### src/rtl/bsr_pkg.sv
package bsr_pkg;

  typedef enum logic [1:0] {
    MODE_HOLD  = 2'b00,
    MODE_SHUP  = 2'b01,
    MODE_SHDN  = 2'b10,
    MODE_LOAD  = 2'b11
  } modeT;

  typedef struct packed {
    logic loadEn;
    logic shUp;
    logic shDown;
  } strobeT;

endpackage

### src/rtl/bsr_ctrl.sv
module bsr_ctrl
  import bsr_pkg::*;
(
  input  logic [1:0] modeSel,
  input  logic       disA,
  input  logic       disB,
  output strobeT     strobes,
  output logic       driveEn
);

  modeT modeNow;

  always_comb begin
    modeNow = modeT'(modeSel);
    strobes = '0;
    unique case (modeNow)
      MODE_HOLD: strobes = '0;
      MODE_SHUP: strobes.shUp = 1'b1;
      MODE_SHDN: strobes.shDown = 1'b1;
      MODE_LOAD: strobes.loadEn = 1'b1;
      default:   strobes = '0;
    endcase
  end

  // Disables only gate drivers; load mode hands the port to the outside.
  assign driveEn = !disA && !disB && !strobes.loadEn;

  // at most one operation strobe per cycle
  always_comb begin
    p_one_mode_r1: assert ($onehot0({strobes.loadEn, strobes.shUp, strobes.shDown}));
  end

endmodule

### src/rtl/bsr_dpath.sv
module bsr_dpath
  import bsr_pkg::*;
#(
  parameter int WIDTH = 8
) (
  input  logic             clk,
  input  logic             clrN,
  input  strobeT           strobes,
  input  logic             serInRight,
  input  logic             serInLeft,
  input  logic [WIDTH-1:0] portIn,
  output logic [WIDTH-1:0] stored
);

  localparam int TOP = WIDTH - 1;

  logic [WIDTH-1:0] nextWord;

  for (genvar i = 0; i < WIDTH; i++) begin : g_bit
    logic fromBelow;
    logic fromAbove;
    if (i == 0) begin : g_low_end
      assign fromBelow = serInRight;
    end else begin : g_low_mid
      assign fromBelow = stored[i-1];
    end
    if (i == TOP) begin : g_high_end
      assign fromAbove = serInLeft;
    end else begin : g_high_mid
      assign fromAbove = stored[i+1];
    end
    assign nextWord[i] = strobes.loadEn ? portIn[i]  :
                         strobes.shUp   ? fromBelow  :
                         strobes.shDown ? fromAbove  :
                                          stored[i];
  end

  always_ff @(posedge clk or negedge clrN) begin
    if (!clrN) stored <= '0;
    else       stored <= nextWord;
  end

  // hold leaves the word untouched
  p_hold_r2: assert property (@(posedge clk) disable iff (!clrN)
    (strobes == '0) |=> (stored == $past(stored)));

  // shift toward the high end
  p_shift_up_r3: assert property (@(posedge clk) disable iff (!clrN)
    strobes.shUp |=> (stored[0] == $past(serInRight)) &&
                     (stored[TOP:1] == $past(stored[TOP-1:0])));

  // shift toward the low end
  p_shift_down_r4: assert property (@(posedge clk) disable iff (!clrN)
    strobes.shDown |=> (stored[TOP] == $past(serInLeft)) &&
                       (stored[TOP-1:0] == $past(stored[TOP:1])));

  // load captures the port
  p_load_r5: assert property (@(posedge clk) disable iff (!clrN)
    strobes.loadEn |=> (stored == $past(portIn)));

endmodule

### src/rtl/bidir_shift_reg.sv
module bidir_shift_reg
  import bsr_pkg::*;
#(
  parameter int WIDTH = 8
) (
  input  logic             clk,
  input  logic             clrN,
  input  logic [1:0]       modeSel,
  input  logic             disA,
  input  logic             disB,
  input  logic             serInRight,
  input  logic             serInLeft,
  input  logic [WIDTH-1:0] portIn,
  output logic [WIDTH-1:0] portOut,
  output logic             portDrive,
  output logic             serOutFirst,
  output logic             serOutLast
);

  strobeT           strobes;
  logic [WIDTH-1:0] stored;

  bsr_ctrl u_ctrl (
    .modeSel (modeSel),
    .disA    (disA),
    .disB    (disB),
    .strobes (strobes),
    .driveEn (portDrive)
  );

  bsr_dpath #(.WIDTH(WIDTH)) u_dpath (
    .clk        (clk),
    .clrN       (clrN),
    .strobes    (strobes),
    .serInRight (serInRight),
    .serInLeft  (serInLeft),
    .portIn     (portIn),
    .stored     (stored)
  );

  assign portOut     = stored;
  assign serOutFirst = stored[0];
  assign serOutLast  = stored[WIDTH-1];

  // drivers never fight an external source during a load
  p_no_drive_load_r7: assert property (@(posedge clk) disable iff (!clrN)
    strobes.loadEn |-> !portDrive);

endmodule

### config.mk
export PLATFORM = sky130hd
export DESIGN_NAME = bidir_shift_reg
export DESIGN_NICKNAME = d
export VERILOG_FILES = /design/src/rtl/bsr_pkg.sv /design/src/rtl/bsr_ctrl.sv /design/src/rtl/bsr_dpath.sv /design/src/rtl/bidir_shift_reg.sv
export SDC_FILE = /design/constraint.sdc
export NUM_CORES = 1
export LEC_CHECK = 0
export ABC_AREA = 1
export CAP_MARGIN = 15
export CORE_MARGIN = 5
export CORE_UTILIZATION = 37
export DETAILED_ROUTE_END_ITERATION = 12
export PLACE_DENSITY = 0.84
export SLEW_MARGIN = 25
export SYNTH_ARGS = -nofsm -noshare
export SYNTH_HDL_FRONTEND = slang
export SYNTH_SLANG_ARGS = --single-unit
### constraint.sdc
create_clock -name clk -period 0.95 [get_ports clk]
set_input_delay 0.2375 -clock clk [delete_from_list [all_inputs] [get_ports clk]]
set_output_delay 0.2375 -clock clk [all_outputs]
set_load 0.01 [all_outputs]
==> impl_metrics.yaml, run 1 <==
synthesis:
  synth_edf_count: 0
  ys_warn_count: 0
  synth-simple-area-share_pct: 48.7
  postSynthNetCount: 92
  syn_inst: 76
  yosys.area_share.xor_xnor_pct: 0
  post_synth_fa_ha_maj_area_fraction_pct: 0
  muxShareOfSynthArea_pct: 0
  cell_taking_the_most_area_after_synthesis: "sky130_fd_sc_hd__dfrtp_1"
  compound_gate_portion_of_the_synthesized_area_pct: 0.955
  synth.lib_cells_used.distinct: 10
  synth_area_per_cell_um2: 6.90
  synth.yosys.seq_area_share_pct: 38.2
  synth.top_cell.area_share_pct: 38.2
  ys_top_cells_by_count: "32 x sky130_fd_sc_hd__nand2_1, 24 x sky130_fd_sc_hd__nand3_1, 8 x sky130_fd_sc_hd__dfrtp_1"
  synth_top_flop_cell: "sky130_fd_sc_hd__dfrtp_1"
  synth-seq-cells: 8
  synth_top_family_by_area: "simple AND/OR/NAND/NOR gates"
  synth-async-reset-ratio_pct: 100
  post-synth-top-count-cell: "sky130_fd_sc_hd__nand2_1"
  synthesis.area_um2: 524
  synthTopCellsByArea: "sky130_fd_sc_hd__dfrtp_1 38%, sky130_fd_sc_hd__nand3_1 23%, sky130_fd_sc_hd__nand2_1 23%, sky130_fd_sc_hd__buf_6 6.4%, sky130_fd_sc_hd__buf_4 2.9%"
route:
  drt_drc_violations_left: 0
  topRoutingLayerUsed: "met4"
  met3RoutedLength_um: 144
  routed-wl-met2_um: 796
  antenna_violating_nets_post_route: 0
  drt-wirelength-per-cell_um: 12.6
  finalWirelength_um: 1650
  drt_pre_antenna_iters: 4
  first_iter_violations: 15
  post_drt_via_cell_ratio: 5.05
  total_number_of_vias: 661
  wl_met1_um: 689
clock_tree:
  cts.htree.levels: 1
  cts.clk_slew.worst_paths_ps: 60
  tritoncts_num_sinks: 8
  insertion_delay_ps: 260
  tritoncts: "done"
  tritoncts.num_buffers: 3
  clockRootBuffer: "sky130_fd_sc_hd__clkbuf_4"
  cts.path.max_buffers: 2
finish:
  final-seq-area_um2: 200
  layout-drive-gt1-share_pct: 33.6
  postLayoutCoreUtil_pct: 65.0
  layout.cell_area.non_filler_um2: 856
  reg_top3: "u_dpath.stored x8"
  diodes: 0
  final-instance-count-excl-fill: 131
  multi_input_logic_area_um2: 265
  max_flop_register: "u_dpath.stored"
  nFillCells: 124
  largest_register_ffs: 8
  nNetsFinal: 134
  growth_of_design_area_from_synthesis_to_finish_pct: 63.2
power_and_ir_drop:
  max-vdd-ir-drop_mv: 0.990
  power.clock.fraction_pct: 24.0
  switching_share_pct: 32.6
  power.leakage_nw: 0.472
  internal_power_mw: 0.783
  seq_power_share_pct: 36.1
  power.density_nw_per_um2: 1360
  power.combinational.fraction_pct: 39.9
  power_switching_mw: 0.379
  report.power.total_mw: 1.16
worst_setup_path:
  cp-end-kind: "primary output"
  critical_path.startpoint_type: "register"
  cpPeakStageDelay_ps: 390
  timing.critical_path.cells: "buf_2"
  worstReg2RegEnd: "u_dpath.stored[1]$_DFFE_PN0P_"
  arrival_ps: 810
  beginning_of_the_critical_path: "u_dpath.stored[0]$_DFFE_PN0P_"
  critPathTopFamily: "flip-flops"
  critical_path_required_ps: 710
  worstSetupEndpoint: "portOut[0]"
  worst_path_buffer_plus_inverter_count: 1
  worstPathMaxFanout: 3
  r2r-start: "u_dpath.stored[0]$_DFFE_PN0P_"
  slowest_stage: "sky130_fd_sc_hd__dfrtp_1"
  worst-r2r-cell-count: 6
  critical_path_class: "register to primary output"
  cp_num_cells: 1
  regToRegSetupSlack_ps: -40
timing:
  post-route-worst-setup-slack_ps: -97.4
  worst_clk_skew_ps: 6.76
  layout_worst_path_cycle_share_pct: 110
  grt_setup_unrepaired: "yes"
  final-setup-viol-count: 11
  max_fclk_mhz: 955
  worst_pin_slew_ps: 188
  maxSlewHeadroom_pct: 87.4
  hold_viol_final: 0
  final_max_slew_viol_count: 0
  timing.final.crit_period_ps: 1050
grt:
  grt_pass1_wl_um: 2470
  grt_start_max_net_pins: 18
  grt_remaining_overflow: 0
  globalRouteTotalUtil_pct: 16.1
  antenna_found_initial: 0
  first_global_vias: 565
flow_run:
  maxCapViolations: 0
place:
  dp.cells: 125
  placedInstanceArea_um2: 865
  placement.io_buffers: 26
  estimated_wirelength_of_the_detail_placed_design_um: 1170
  gp_congestion: 0.810
floorplanning:
  die_boundary_width_um: 47.6
  floorplan.initialDensity_pct: 39.8
  fp.coreArea_um2: 1320
  design.portCount: 27
  fp-row-count: 13
  die-height_um: 47.6
  floorplan.die_area_um2: 2270
hold_path:
  hold_path.class: "input port to async pin"
run_status:
  run_status: "finished, violations left"
  failed_checks: "negative setup slack"
[layout make-up]
cell class              instances  share of cell area [%]
flip-flops and latches          8                    23.4
inverters                       4                    1.75
repair buffers                 42                    39.0
clock buffers                   3                    2.63
multi-input cells              59                    31.0
well taps                      15                    2.19
[metal layers]
| layer | global-route usage [%] | vias to the layer above |
|---|---|---|
| met2 | 26.2 | 38 |
| met3 | 3.01 | 4 |
| li1 | - | 329 |
| met4 | 10.2 | 0 |
| met5 | 0 | - |
| met1 | 19.4 | 290 |
[worst reg2reg max path: cells and delay by family (launching register included)]
family                 cells  cell delay, ps
DFF                        1             390
and+or+nand+nor            4             240
buffers and inverters      2             260
[worst min-delay path by stage]
stage	startpoint	end	slack (ps)	cells after the start
floorplan	clrN	u_dpath.stored[0]$_DFFE_PN0P_	-60	0
global placement	clrN	u_dpath.stored[1]$_DFFE_PN0P_	560	2
detailed placement	clrN	u_dpath.stored[1]$_DFFE_PN0P_	570	2
CTS	clrN	u_dpath.stored[7]$_DFFE_PN0P_	290	2
global route	clrN	u_dpath.stored[1]$_DFFE_PN0P_	300	2
finish	clrN	u_dpath.stored[1]$_DFFE_PN0P_	280	2
[repair_timing]
action,CTS,global route
pin swaps,1,4
endpoints found under the setup margin,19,12
resized for setup,51,10
hold buffers,0,0
buffers inserted,2,1
[power groups by stage]
stage	logic [mW]	registers, mW	clock network, mW
6_report	0.463	0.420	0.279
5_1_grt	0.505	0.428	0.300
4_1_cts	0.443	0.417	0.275
3_5_place_dp	0.499	0.425	0
3_3_place_gp	0.490	0.425	0
2_1_floorplan	0.159	0.466	0
[per-stage QoR]
step,TNS (ps),hold WS [ps],setup slack (ps)
5_1_grt,-1070,299,-114
4_1_cts,-788,294,-88.7
3_3_place_gp,-6380,564,-721
3_5_place_dp,-6600,571,-730
6_report,-781,284,-97.4
2_1_floorplan,0,-58.1,63.3
[cells by family (layout without fill, tap and decap cells)]
logic type | count (synthesis) | after routing
compound gates | 1 | 1
simple gates | 58 | 58
flops | 8 | 8
buf+inv | 9 | 49
[cell usage in the layout, fill, tap and decap left out, types with 3 or more instances in the layout]
| master | synthesis | final |
|---|---|---|
| sky130_fd_sc_hd__clkbuf_2 | 0 | 3 |
| sky130_fd_sc_hd__clkbuf_4 | 0 | 3 |
| sky130_fd_sc_hd__nand3_1 | 24 | 23 |
| sky130_fd_sc_hd__nand2_1 | 32 | 32 |
| sky130_fd_sc_hd__clkdlybuf4s50_1 | 0 | 11 |
| sky130_fd_sc_hd__buf_6 | 3 | 3 |
| sky130_fd_sc_hd__buf_2 | 0 | 10 |
| sky130_fd_sc_hd__dfrtp_1 | 8 | 8 |
| sky130_fd_sc_hd__inv_2 | 3 | 3 |
| sky130_fd_sc_hd__buf_4 | 2 | 14 |
Power figures use the tool's default switching activity.
==> inputs of run 2 (changes only) <==
--- a/config.mk
+++ b/config.mk
@@ -6,11 +6,12 @@
 export NUM_CORES = 1
 export LEC_CHECK = 0
 export ABC_AREA = 1
+export ABC_CLOCK_PERIOD_IN_PS = 860
 export CAP_MARGIN = 15
 export CORE_MARGIN = 5
-export CORE_UTILIZATION = 37
+export CORE_UTILIZATION = 34
 export DETAILED_ROUTE_END_ITERATION = 12
-export PLACE_DENSITY = 0.84
+export PLACE_DENSITY = 0.81
 export SLEW_MARGIN = 25
 export SYNTH_ARGS = -nofsm -noshare
 export SYNTH_HDL_FRONTEND = slang
==> constraint.sdc (replaced) <==
create_clock -name clk -period 0.86 [get_ports clk]
set_input_delay 0.215 -clock clk [delete_from_list [all_inputs] [get_ports clk]]
set_output_delay 0.215 -clock clk [all_outputs]
set_load 0.01 [all_outputs]
==> impl_metrics.yaml, run 2 (same netlist as run 1, synthesis figures left out) <==
floorplanning:
  floorplan.die_area_um2: 2430
  fp-row-count: 14
  floorplan.initialDensity_pct: 35.2
  fp.coreArea_um2: 1490
  die_boundary_width_um: 49.3
  die-height_um: 49.3
  design.portCount: 27
timing:
  hold_viol_final: 0
  maxSlewHeadroom_pct: 89.1
  timing.final.crit_period_ps: 1020
  max_fclk_mhz: 982
  grt_setup_unrepaired: "yes"
  worst_clk_skew_ps: 4.08
  final-setup-viol-count: 17
  hold_ws_ps: 263
  worst_pin_slew_ps: 163
  final_max_slew_viol_count: 0
  layout_worst_path_cycle_share_pct: 118
  post-route-worst-setup-slack_ps: -159
finish:
  largest_register_ffs: 8
  max_flop_register: "u_dpath.stored"
  postLayoutCoreUtil_pct: 63.5
  reg_top3: "u_dpath.stored x8"
  layout.cell_area.non_filler_um2: 946
  layout.cells.most_common_list: "27 x sky130_fd_sc_hd__nand2_1, 14 x sky130_fd_sc_hd__nand3_1, 11 x sky130_fd_sc_hd__clkdlybuf4s50_1"
  layout-drive-gt1-share_pct: 46.1
  nNetsFinal: 133
  leading_cell_type_in_the_layout_fill_and_taps_excluded: "sky130_fd_sc_hd__nand2_1"
  diodes: 0
  growth_of_design_area_from_synthesis_to_finish_pct: 80.4
place:
  placement.io_buffers: 26
  pre_cts_ws_ps: -782
  estimated_wirelength_of_the_detail_placed_design_um: 1150
  gp_congestion: 0.823
  placedInstanceArea_um2: 866
power_and_ir_drop:
  internal_power_mw: 0.893
  switching_share_pct: 33.9
  power.combinational.fraction_pct: 42.4
  power.leakage_nw: 0.505
  power_switching_mw: 0.459
  seq_power_share_pct: 35.0
  power.density_nw_per_um2: 1430
  report.power.total_mw: 1.35
  max-vdd-ir-drop_mv: 1.01
  power.clock.fraction_pct: 22.6
worst_setup_path:
  worst_path_buffer_plus_inverter_count: 1
  critical_path.startpoint_type: "register"
  critical_path_required_ps: 640
  cpPeakStageDelay_ps: 400
  critical_path_class: "register to primary output"
  worst-r2r-cell-count: 5
  r2r-start: "u_dpath.stored[7]$_DFFE_PN0P_"
  timing.critical_path.cells: "buf_2"
  worstPathMaxFanout: 3
  arrival_ps: 800
  critPathTopFamily: "flip-flops"
  slowest_stage: "sky130_fd_sc_hd__dfrtp_1"
  worstReg2RegEnd: "u_dpath.stored[6]$_DFFE_PN0P_"
  cp-end-kind: "primary output"
  regToRegSetupSlack_ps: -30
grt:
  antenna_found_initial: 0
  first_global_vias: 687
  grt_remaining_overflow: 0
  grt_start_max_net_pins: 18
  grt_pass1_wl_um: 2940
  globalRouteTotalUtil_pct: 15.4
route:
  drt_drc_violations_left: 0
  antenna_violating_nets_post_route: 0
  total_number_of_vias: 688
  finalWirelength_um: 1890
  drt_pre_antenna_iters: 4
  first_iter_violations: 13
  drt-wirelength-per-cell_um: 14.4
  post_drt_via_cell_ratio: 5.25
hold_path:
  hold_path.class: "input port to async pin"
clock_tree:
  clockRootBuffer: "sky130_fd_sc_hd__clkbuf_4"
  cts.clk_slew.worst_paths_ps: 60
  insertion_delay_ps: 260
  tritoncts_num_sinks: 8
  cts.path.max_buffers: 2
  cts.htree.levels: 1
  tritoncts.num_buffers: 3
  tritoncts: "done"
  holdBufCountCts: 0
run_status:
  failed_checks: "negative setup slack"
  run_status: "finished, violations left"
flow_run:
  maxCapViolations: 0
[run 2: routing by layer]
| metal | vias to the layer above | GRT usage, % | part of all wire [%] |
|---|---|---|---|
| li1 | 327 | - | - |
| met5 | - | 0 | 0 |
| met2 | 33 | 23.8 | 52 |
| met3 | 8 | 4.59 | 5.6 |
| met4 | 0 | 9.42 | 2.8 |
| met1 | 320 | 18.3 | 40 |
[run 2: through the flow]
step           instances  TNS (ps)
3_3_place_gp         126     -7710
2_1_floorplan         76         0
4_1_cts              131     -1590
6_report             131     -1670
3_5_place_dp         126     -7830
5_1_grt              131     -2320
[run 2: timing repair]
item | 4_1_cts | 5_1_grt
hold endpoints to repair | 0 | 0
setup endpoints to repair | 19 | 19
pin swaps | 3 | 10
resized for setup | 62 | 24
buffers inserted | 2 | 0
[run 2: power groups by stage]
stage               Sequential (mW)  Combinational, mW  Clock (mW)
floorplan                     0.515              0.175           0
global placement              0.471              0.541           0
detailed placement            0.475              0.544           0
CTS                           0.472              0.510       0.291
global route                  0.483              0.627       0.320
finish                        0.473              0.574       0.305
[run 2: worst max path at each step]
stage               cells past startpoint    endpoint                     startpoint
floorplan                               4   portDrive                     modeSel[1]
detailed placement                      5   portDrive                     modeSel[1]
global placement                        5   portDrive                     modeSel[1]
finish                                  1  portOut[7]  u_dpath.stored[7]$_DFFE_PN0P_
CTS                                     1  portOut[7]  u_dpath.stored[7]$_DFFE_PN0P_
global route                            1  portOut[5]  u_dpath.stored[5]$_DFFE_PN0P_
[run 2: final cells by class]
| cell class | count | area (µm²) |
|---|---|---|
| fillers | 126 | 543 |
| repair buffers | 41 | 358 |
| multi-input cells | 59 | 330 |
| flip-flops and latches | 8 | 200 |
| clock buffers | 3 | 22.5 |
| well taps | 16 | 20.0 |
| inverters | 4 | 15.0 |
==> inputs of run 3 (changes only) <==
--- a/config.mk
+++ b/config.mk
@@ -6,12 +6,12 @@
 export NUM_CORES = 1
 export LEC_CHECK = 0
 export ABC_AREA = 1
-export ABC_CLOCK_PERIOD_IN_PS = 860
+export ABC_CLOCK_PERIOD_IN_PS = 1150
 export CAP_MARGIN = 15
 export CORE_MARGIN = 5
-export CORE_UTILIZATION = 34
+export CORE_UTILIZATION = 37
 export DETAILED_ROUTE_END_ITERATION = 12
-export PLACE_DENSITY = 0.81
+export PLACE_DENSITY = 0.84
 export SLEW_MARGIN = 25
 export SYNTH_ARGS = -nofsm -noshare
 export SYNTH_HDL_FRONTEND = slang
==> constraint.sdc (replaced) <==
create_clock -name clk -period 1.15 [get_ports clk]
set_input_delay 0.2875 -clock clk [delete_from_list [all_inputs] [get_ports clk]]
set_output_delay 0.2875 -clock clk [all_outputs]
set_load 0.01 [all_outputs]
==> impl_metrics.yaml, run 3 (same netlist as run 1, synthesis figures left out) <==
finish:
  diodes: 0
  nFillCells: 136
  final-instance-count-excl-fill: 128
  largest_register_ffs: 8
  final-seq-area_um2: 200
  growth_of_design_area_from_synthesis_to_finish_pct: 54.4
  layout.cell_area.non_filler_um2: 810
  reg_top3: "u_dpath.stored x8"
  layout-drive-gt1-share_pct: 29.2
  layout.cells.most_common_list: "32 x sky130_fd_sc_hd__nand2_1, 24 x sky130_fd_sc_hd__nand3_1, 13 x sky130_fd_sc_hd__buf_4, 11 x sky130_fd_sc_hd__clkdlybuf4s50_1, 11 x sky130_fd_sc_hd__buf_2"
  leading_cell_type_in_the_layout_fill_and_taps_excluded: "sky130_fd_sc_hd__nand2_1"
  max_flop_register: "u_dpath.stored"
  multi_input_logic_area_um2: 260
  nNetsFinal: 131
  postLayoutCoreUtil_pct: 61.4
route:
  drt-wirelength-per-cell_um: 12.7
  drt_pre_antenna_iters: 4
  post_drt_via_cell_ratio: 5.15
  total_number_of_vias: 659
  antenna_violating_nets_post_route: 0
  drt_drc_violations_left: 0
  first_iter_violations: 30
  finalWirelength_um: 1620
power_and_ir_drop:
  report.power.total_mw: 0.929
  max-vdd-ir-drop_mv: 0.684
  power.density_nw_per_um2: 1150
  power.leakage_nw: 0.448
floorplanning:
  die_boundary_width_um: 47.6
  die-height_um: 47.6
  design.portCount: 27
  fp-row-count: 13
  fp.coreArea_um2: 1320
  floorplan.initialDensity_pct: 39.8
  floorplan.die_area_um2: 2270
timing:
  layout_worst_path_cycle_share_pct: 94.5
  worst_clk_skew_ps: 1.11
  final_max_slew_viol_count: 0
  worst_pin_slew_ps: 393
  hold_viol_final: 0
  max_fclk_mhz: 920
  post-route-worst-setup-slack_ps: 62.8
  maxSlewHeadroom_pct: 73.7
  timing.final.crit_period_ps: 1090
  final-setup-viol-count: 0
  grt_setup_unrepaired: "no"
worst_setup_path:
  slowest_stage: "sky130_fd_sc_hd__dfrtp_1"
  timing.critical_path.cells: "buf_2"
  worst_path_buffer_plus_inverter_count: 1
  critPathTopFamily: "flip-flops"
  arrival_ps: 800
  cp-end-kind: "primary output"
  worstPathMaxFanout: 3
  cpPeakStageDelay_ps: 390
  critical_path.startpoint_type: "register"
  critical_path_class: "register to primary output"
  critical_path_required_ps: 860
clock_tree:
  cts.path.max_buffers: 2
  cts.htree.levels: 1
  holdBufCountCts: 0
  cts.clk_slew.worst_paths_ps: 60
  insertion_delay_ps: 260
  clockRootBuffer: "sky130_fd_sc_hd__clkbuf_4"
  tritoncts.num_buffers: 3
  tritoncts_num_sinks: 8
  tritoncts: "done"
hold_path:
  hold_path.class: "input port to async pin"
grt:
  grt_remaining_overflow: 0
  antenna_found_initial: 0
  globalRouteTotalUtil_pct: 16.7
  first_global_vias: 601
  grt_pass1_wl_um: 2590
  grt_start_max_net_pins: 18
place:
  placedInstanceArea_um2: 845
  dp.cells: 124
  gp_congestion: 0.815
  estimated_wirelength_of_the_detail_placed_design_um: 1210
  pre_cts_ws_ps: -619
  placement.io_buffers: 26
flow_run:
  maxCapViolations: 0
run_status:
  run_status: "finished, final reports clean"
## run 3: changes by cell type in the layout (fill, tap and decap cells not counted), moves of 2 or more
cell / change
sky130_fd_sc_hd__buf_4: +5
sky130_fd_sc_hd__nand3_1: +10
sky130_fd_sc_hd__nand3_2: -10
sky130_fd_sc_hd__clkdlybuf4s15_1: +2
sky130_fd_sc_hd__nand2_2: -5
sky130_fd_sc_hd__nand2_1: +5
sky130_fd_sc_hd__buf_6: -10
## run 3: metal layers
metal	part of all wire [%]	up-vias	global-route usage [%]
met4	1.8	0	8.06
met2	47	43	26.5
met5	0	-	0
met1	40	289	20.6
met3	11	5	4.89
li1	-	322	-
## run 3: repair_timing
action / in CTS / in global routing
setup endpoints to repair: 19 / 3
hold endpoints to repair: 0 / 0
setup buffers: 0 / 1
pin swaps: 1 / 1
cloned: 0 / 0
gates resized for setup: 47 / 8
## run 3: cell type report
type / count / share of cell area [%]
Timing Repair Buffer: 39 / 36.2
Clock buffer: 3 / 2.78
Inverter: 4 / 1.85
Multi-Input combinational cell: 59 / 32.1
Tap cell: 15 / 2.32
Sequential cell: 8 / 24.7
## run 3: power breakdown
group / switching, mW / internal, mW / leakage (nW)
Combinational: 0.172 / 0.183 / 0.333
Sequential: 0.0217 / 0.323 / 0.101
Clock: 0.110 / 0.120 / 0.0138
## run 3: path summary, 6_finish.rpt
kind | slack [ps] | depth (start not counted) | endpoint | startpoint
worst max-delay path | 60 | 1 | portOut[0] | u_dpath.stored[0]$_DFFE_PN0P_
worst min register to register | 590 | 3 | u_dpath.stored[4]$_DFFE_PN0P_ | u_dpath.stored[4]$_DFFE_PN0P_
max in group asynchronous | 560 | 1 | u_dpath.stored[3]$_DFFE_PN0P_ | clrN
worst max register to register | 170 | 6 | u_dpath.stored[2]$_DFFE_PN0P_ | u_dpath.stored[1]$_DFFE_PN0P_
worst min-delay path | 310 | 1 | u_dpath.stored[7]$_DFFE_PN0P_ | clrN
min in group clk | 520 | 5 | u_dpath.stored[7]$_DFFE_PN0P_ | modeSel[1]
## run 3: stage by stage
stage	hold slack, ps	TNS, ps
5_1_grt	342	0
4_1_cts	331	0
2_1_floorplan	-8.09	0
6_report	314	0
3_5_place_dp	575	-3730
3_3_place_gp	570	-3670
